<file path="src/rtl/chan_seq_pkg.sv">
package chan_seq_pkg;
    typedef enum logic [0:0] {
        ST_FIXED    = 1'b0,
        ST_SCANNING = 1'b1
    } seq_state_t;
endpackage

</file>
<file path="src/rtl/chan_cfg_reg.sv">
module chan_cfg_reg #(
    parameter int SEL_W = 4,
    parameter int BUS_W = 8
) (
    input  logic             clk,
    input  logic             rst_n,
    input  logic             wr_en,
    input  logic [BUS_W-1:0] wr_data,
    output logic [SEL_W-1:0] setting
);
    always_ff @(posedge clk or negedge rst_n) begin
        if (!rst_n) begin
            setting <= '0;
        end else if (wr_en) begin
            setting <= wr_data[SEL_W-1:0];
        end
    end


    cfg_load_chk: assert property (@(posedge clk) disable iff (!rst_n)
        wr_en |=> setting == $past(wr_data[SEL_W-1:0]));


    cfg_hold_chk: assert property (@(posedge clk) disable iff (!rst_n)
        !wr_en |=> $stable(setting));
endmodule

</file>
<file path="src/rtl/scan_ctrl.sv">
module scan_ctrl
    import chan_seq_pkg::*;
#(
    parameter int SEL_W = 4
) (
    input  logic             clk,
    input  logic             rst_n,
    input  logic             wr_en,
    input  logic             scan_en,
    input  logic             conv_trig,
    input  logic [SEL_W-1:0] end_ch,
    output seq_state_t       state,
    output logic [SEL_W-1:0] pos
);
    seq_state_t       state_nx;
    logic [SEL_W-1:0] pos_nx;
    logic             at_end;

    assign at_end = (pos == end_ch);

    always_comb begin
        state_nx = state;
        unique case (state)
            ST_FIXED:    if (scan_en)  state_nx = ST_SCANNING;
            ST_SCANNING: if (!scan_en) state_nx = ST_FIXED;
            default:     state_nx = ST_FIXED;
        endcase
    end

    always_comb begin
        pos_nx = pos;
        unique case (state)
            ST_FIXED: pos_nx = '0;
            ST_SCANNING: begin
                if (conv_trig) begin
                    pos_nx = at_end ? '0 : SEL_W'(pos + 1'b1);
                end
            end
            default: pos_nx = '0;
        endcase
        if (wr_en) begin
            pos_nx = '0;
        end
    end

    always_ff @(posedge clk or negedge rst_n) begin
        if (!rst_n) begin
            state <= ST_FIXED;
            pos   <= '0;
        end else begin
            state <= state_nx;
            pos   <= pos_nx;
        end
    end


    pos_bound_chk: assert property (@(posedge clk) disable iff (!rst_n)
        pos <= end_ch);


    pos_step_chk: assert property (@(posedge clk) disable iff (!rst_n)
        (state == ST_SCANNING && conv_trig && !wr_en && pos != end_ch)
        |=> pos == SEL_W'($past(pos) + 1'b1));


    pos_wrap_chk: assert property (@(posedge clk) disable iff (!rst_n)
        (state == ST_SCANNING && conv_trig && pos == end_ch) |=> pos == '0);


    wr_clear_chk: assert property (@(posedge clk) disable iff (!rst_n)
        wr_en |=> pos == '0);


    mode_follow_chk: assert property (@(posedge clk) disable iff (!rst_n)
        scan_en |=> state == ST_SCANNING);


    fixed_pos_chk: assert property (@(posedge clk) disable iff (!rst_n)
        (state == ST_FIXED) |=> pos == '0);
endmodule

</file>
<file path="src/rtl/readback_mux.sv">
module readback_mux
    import chan_seq_pkg::*;
#(
    parameter int SEL_W = 4
) (
    input  seq_state_t         state,
    input  logic [SEL_W-1:0]   setting,
    input  logic [SEL_W-1:0]   pos,
    output logic [SEL_W-1:0]   mux_sel,
    output logic [2*SEL_W-1:0] rd_byte
);
    logic [SEL_W-1:0] hi_nib;

    always_comb begin
        unique case (state)
            ST_SCANNING: begin
                mux_sel = pos;
                hi_nib  = pos;
            end
            default: begin
                mux_sel = setting;
                hi_nib  = '0;
            end
        endcase
        rd_byte = {hi_nib, setting};
    end
endmodule

</file>
<file path="src/rtl/chan_seq_top.sv">
module chan_seq_top
    import chan_seq_pkg::*;
#(
    parameter int NUM_CH = 16,
    parameter int BUS_W  = 8
) (
    input  logic       clk,
    input  logic       rst_n,
    input  logic       wr_en,
    input  logic [7:0] wr_data,
    input  logic       scan_en,
    input  logic       conv_trig,
    output logic [3:0] mux_sel,
    output logic [7:0] rd_byte
);
    localparam int SEL_W = $clog2(NUM_CH);

    seq_state_t       state;
    logic [SEL_W-1:0] setting;
    logic [SEL_W-1:0] pos;

    chan_cfg_reg #(.SEL_W(SEL_W), .BUS_W(BUS_W)) cfg_i (
        .clk     (clk),
        .rst_n   (rst_n),
        .wr_en   (wr_en),
        .wr_data (wr_data),
        .setting (setting)
    );

    scan_ctrl #(.SEL_W(SEL_W)) ctrl_i (
        .clk       (clk),
        .rst_n     (rst_n),
        .wr_en     (wr_en),
        .scan_en   (scan_en),
        .conv_trig (conv_trig),
        .end_ch    (setting),
        .state     (state),
        .pos       (pos)
    );

    readback_mux #(.SEL_W(SEL_W)) rb_i (
        .state   (state),
        .setting (setting),
        .pos     (pos),
        .mux_sel (mux_sel),
        .rd_byte (rd_byte)
    );


    fixed_stable_chk: assert property (@(posedge clk) disable iff (!rst_n)
        (state == ST_FIXED && !wr_en && !scan_en) |=> $stable(mux_sel));


    fixed_hi_zero_chk: assert property (@(posedge clk) disable iff (!rst_n)
        (!scan_en) |=> rd_byte[7:4] == 4'h0);
endmodule

</file>
<file path="config.mk">
export PLATFORM = sky130hd
export DESIGN_NAME = chan_seq_top
export DESIGN_NICKNAME = d
export VERILOG_FILES = /design/src/rtl/chan_seq_pkg.sv /design/src/rtl/chan_cfg_reg.sv /design/src/rtl/scan_ctrl.sv /design/src/rtl/readback_mux.sv /design/src/rtl/chan_seq_top.sv
export SDC_FILE = /design/constraint.sdc
export NUM_CORES = 1
export LEC_CHECK = 0
export ABC_CLOCK_PERIOD_IN_PS = 2900
export BUFFER_PORTS_ARGS = -buffer_cell sky130_fd_sc_hd__buf_2
export CAP_MARGIN = 20
export CELL_PAD_IN_SITES_DETAIL_PLACEMENT = 0
export CELL_PAD_IN_SITES_GLOBAL_PLACEMENT = 1
export CORE_AREA = 2 2 44 46
export DETAILED_ROUTE_END_ITERATION = 7
export DIE_AREA = 0 0 46 48
export GPL_TIMING_DRIVEN = 0
export PLACE_DENSITY = 0.73
export SYNTH_ARGS = -nofsm -noshare
export SYNTH_HDL_FRONTEND = slang
export SYNTH_HIERARCHICAL = 1
export SYNTH_SLANG_ARGS = --single-unit
</file>
<file path="constraint.sdc">
create_clock -name clk -period 2.9 [get_ports clk]
set_clock_uncertainty 0.05 [all_clocks]
set_input_delay 0.145 -clock clk [delete_from_list [all_inputs] [get_ports clk]]
set_output_delay 0.145 -clock clk [all_outputs]
set_load 0.01 [all_outputs]
</file>
==> metrics.yaml <==
cts_tree: "done"
n_antenna_cell: 0
antenna_found_initial: 0
fin_area_um2: 742
finalSetupTns_ps: 0
outcome: "finished clean"
hold_violations: 0
wl_per_cell_um: 11.9
cts-root-buf: "clkbuf_4"
firstDrtPassIters: 2
rsz0062_at_grt: "false"
cts_max_path_buffers: 2
r2r_slack_ps: 1530
cp-end-kind: "output pin"
reg2reg_from: "ctrl_i/pos[1]"
yosysWarnings: 6
synth-edff-count: 0
cts.repair.resized: 0
setup.worst_path.start: "ctrl_i/state"
max_slew_margin: 0.761
area_growth_syn_to_layout_pct: 28.1
dpl.hpwl_um: 821
post_dp_cell_area_um2: 696
grt_max_degree: 11
synth.net_count: 64
min_period_ps: 1420
die-area_mm2: 0.00221
setup_viol: 0
layout-drive-gt1-share: 0.533
hold_buffers: 2
vias: 428
synth_area_um2: 579
crit_required_ps: 2710
drc: 0
h-tree-depth: 1
yosys.area.top_type: "dfrtp_1"
io_pins: 25
synth_top_area_frac: 0.389
clk-insertion-delay-late_ps: 250
cts_setup_buffers: 0
die_h_um: 48
die_w_um: 46
core-area_mm2: 0.00169
crit_path_start_kind: "flop"
overflow: 0
drt_iter0_drc: 5
crit_end: "mux_sel[1]"
finalCritPeriodShare: 0.490
port_buffers: 19
ys_ff_latch: 9
track_usage: 0.118
final_max_slew_viol_count: 0
ys.flop_type: "dfrtp_1"
clk_pin_slew_ps: 60
holdCritPathClass: "primary input to flop"
vias_per_cell: 4.65
core.rowCount: 15
syn_inst: 50
timing.fmax_mhz: 703
crit_arrival_ps: 1230
reg2regPathDepth: 3
grt_pass1_vias: 397
leakage_nw: 0.371
drt_wl_total_um: 1100
path_max_fanout: 8
nets: 90
fillers: 179
powerDensity_mw_per_mm2: 415
cap_viol_max_count: 0
ir_drop_mv: 0.217
start_util: 0.343
cts-buffers-inserted: 3
tightest_slew_ps: 359
routabilityCongestion: 0.717
hold_depth: 2
fin_util: 0.439
antenna_left: 0
grt_first_pass_wirelength_um: 1730
critPathKind: "flop to output pin"
synthDistinctLibCells: 23
synth_area_leaders: "dfrtp_1 39%, mux2_4 10%, mux2_2 7.8%"
cts.sinks: 9
ys_seq_area_frac: 0.389
syn_area_per_cell_um2: 11.6
r2r_end: "ctrl_i/pos[1]"
synth_most_common_cell: "dfrtp_1"
async_flop_share: 1.00
==> cell families (layout without fill, tap and decap cells) <==
family                     count (synthesis)  in the layout  share of synthesized area
DFF                                        9              9                      0.389
AOI/OAI and AO/OA                          6              6                     0.0734
xor gates and xnor gates                   4              4                     0.0605
adders and majority gates                  1              1                     0.0216
buffers and inverters                      7             32                     0.0842
and+or+nand+nor                           14             14                      0.173
muxes                                      9              9                      0.199
==> area by class of cell <==
class	count	area, µm²	area share
multi-input cells	34	305	0.411
clock buffers	4	26.3	0.0354
repair buffers	21	115	0.155
flip-flops and latches	9	225	0.304
plain buffers	6	45.0	0.0607
inverters	1	3.75	0.00506
well taps	17	21.3	0.0287
==> cell usage in the layout (no fill, tap or decap), drive strengths merged <==
| cell | n |
|---|---|
| buf | 25 |
| dfrtp | 9 |
| mux2 | 8 |
| xor2 | 4 |
| and2 | 4 |
| clkbuf | 4 |
| nand3 | 3 |
| nand2b | 2 |
| a211oi | 2 |
| dlygate4sd3 | 2 |
| nor4 | 1 |
| nor2b | 1 |
| nand3b | 1 |
| o22ai | 1 |
| o211ai | 1 |
| nor2 | 1 |
| nand2 | 1 |
| mux2i | 1 |
| o21ai | 1 |
| inv | 1 |
| o32ai | 1 |
| ha | 1 |
==> worst max-delay path, cell delays in order (launching register included) <==
cell     delay [ps]
dfrtp_1         400
buf_6           150
mux2_4          290
buf_2           140
==> metal layers <==
metal / routed length (µm) / up-vias / track usage
li1: - / 223 / -
met1: 525 / 188 / 0.149
met2: 512 / 17 / 0.186
met3: 60 / 0 / 0.0226
met4: 0 / 0 / 0.0686
met5: 0 / - / 0
==> worst min path at each step <==
| stage | from | end | slack (ps) |
|---|---|---|---|
| global placement | rst_n | ctrl_i/state | -40 |
| floorplan | rst_n | cfg_i/setting[0] | -200 |
| detailed placement | rst_n | ctrl_i/state | -40 |
| finish | wr_data[0] | cfg_i/setting[0] | 70 |
| global route | wr_data[0] | cfg_i/setting[0] | 60 |
| CTS | wr_data[0] | cfg_i/setting[0] | 60 |
==> report_power, final <==
| part | leakage [nW] | internal (mW) | switching [mW] |
|---|---|---|---|
| clock | 0.0150 | 0.0530 | 0.0437 |
| sequential | 0.114 | 0.133 | 0.00892 |
| combinational | 0.242 | 0.0393 | 0.0299 |
| total | 0.371 | 0.225 | 0.0825 |
==> through the flow <==
stage                     total power [mW]  hold WS, ps  cells  setup WS (ps)
after floorplan                      0.189         -201     50           1680
after global placement               0.212        -35.7     86           1540
after detailed placement             0.213        -35.8     86           1520
after CTS                            0.313         63.6     92           1460
after global routing                 0.327         63.9     92           1420
final                                0.308         67.1     92           1480
==> flip-flops by register name, indices dropped and copies added (netlist names) <==
register and count:
ctrl_i/state 1, cfg_i/setting 4, ctrl_i/pos 4
No activity file was read; power rests on OpenSTA's default activity.
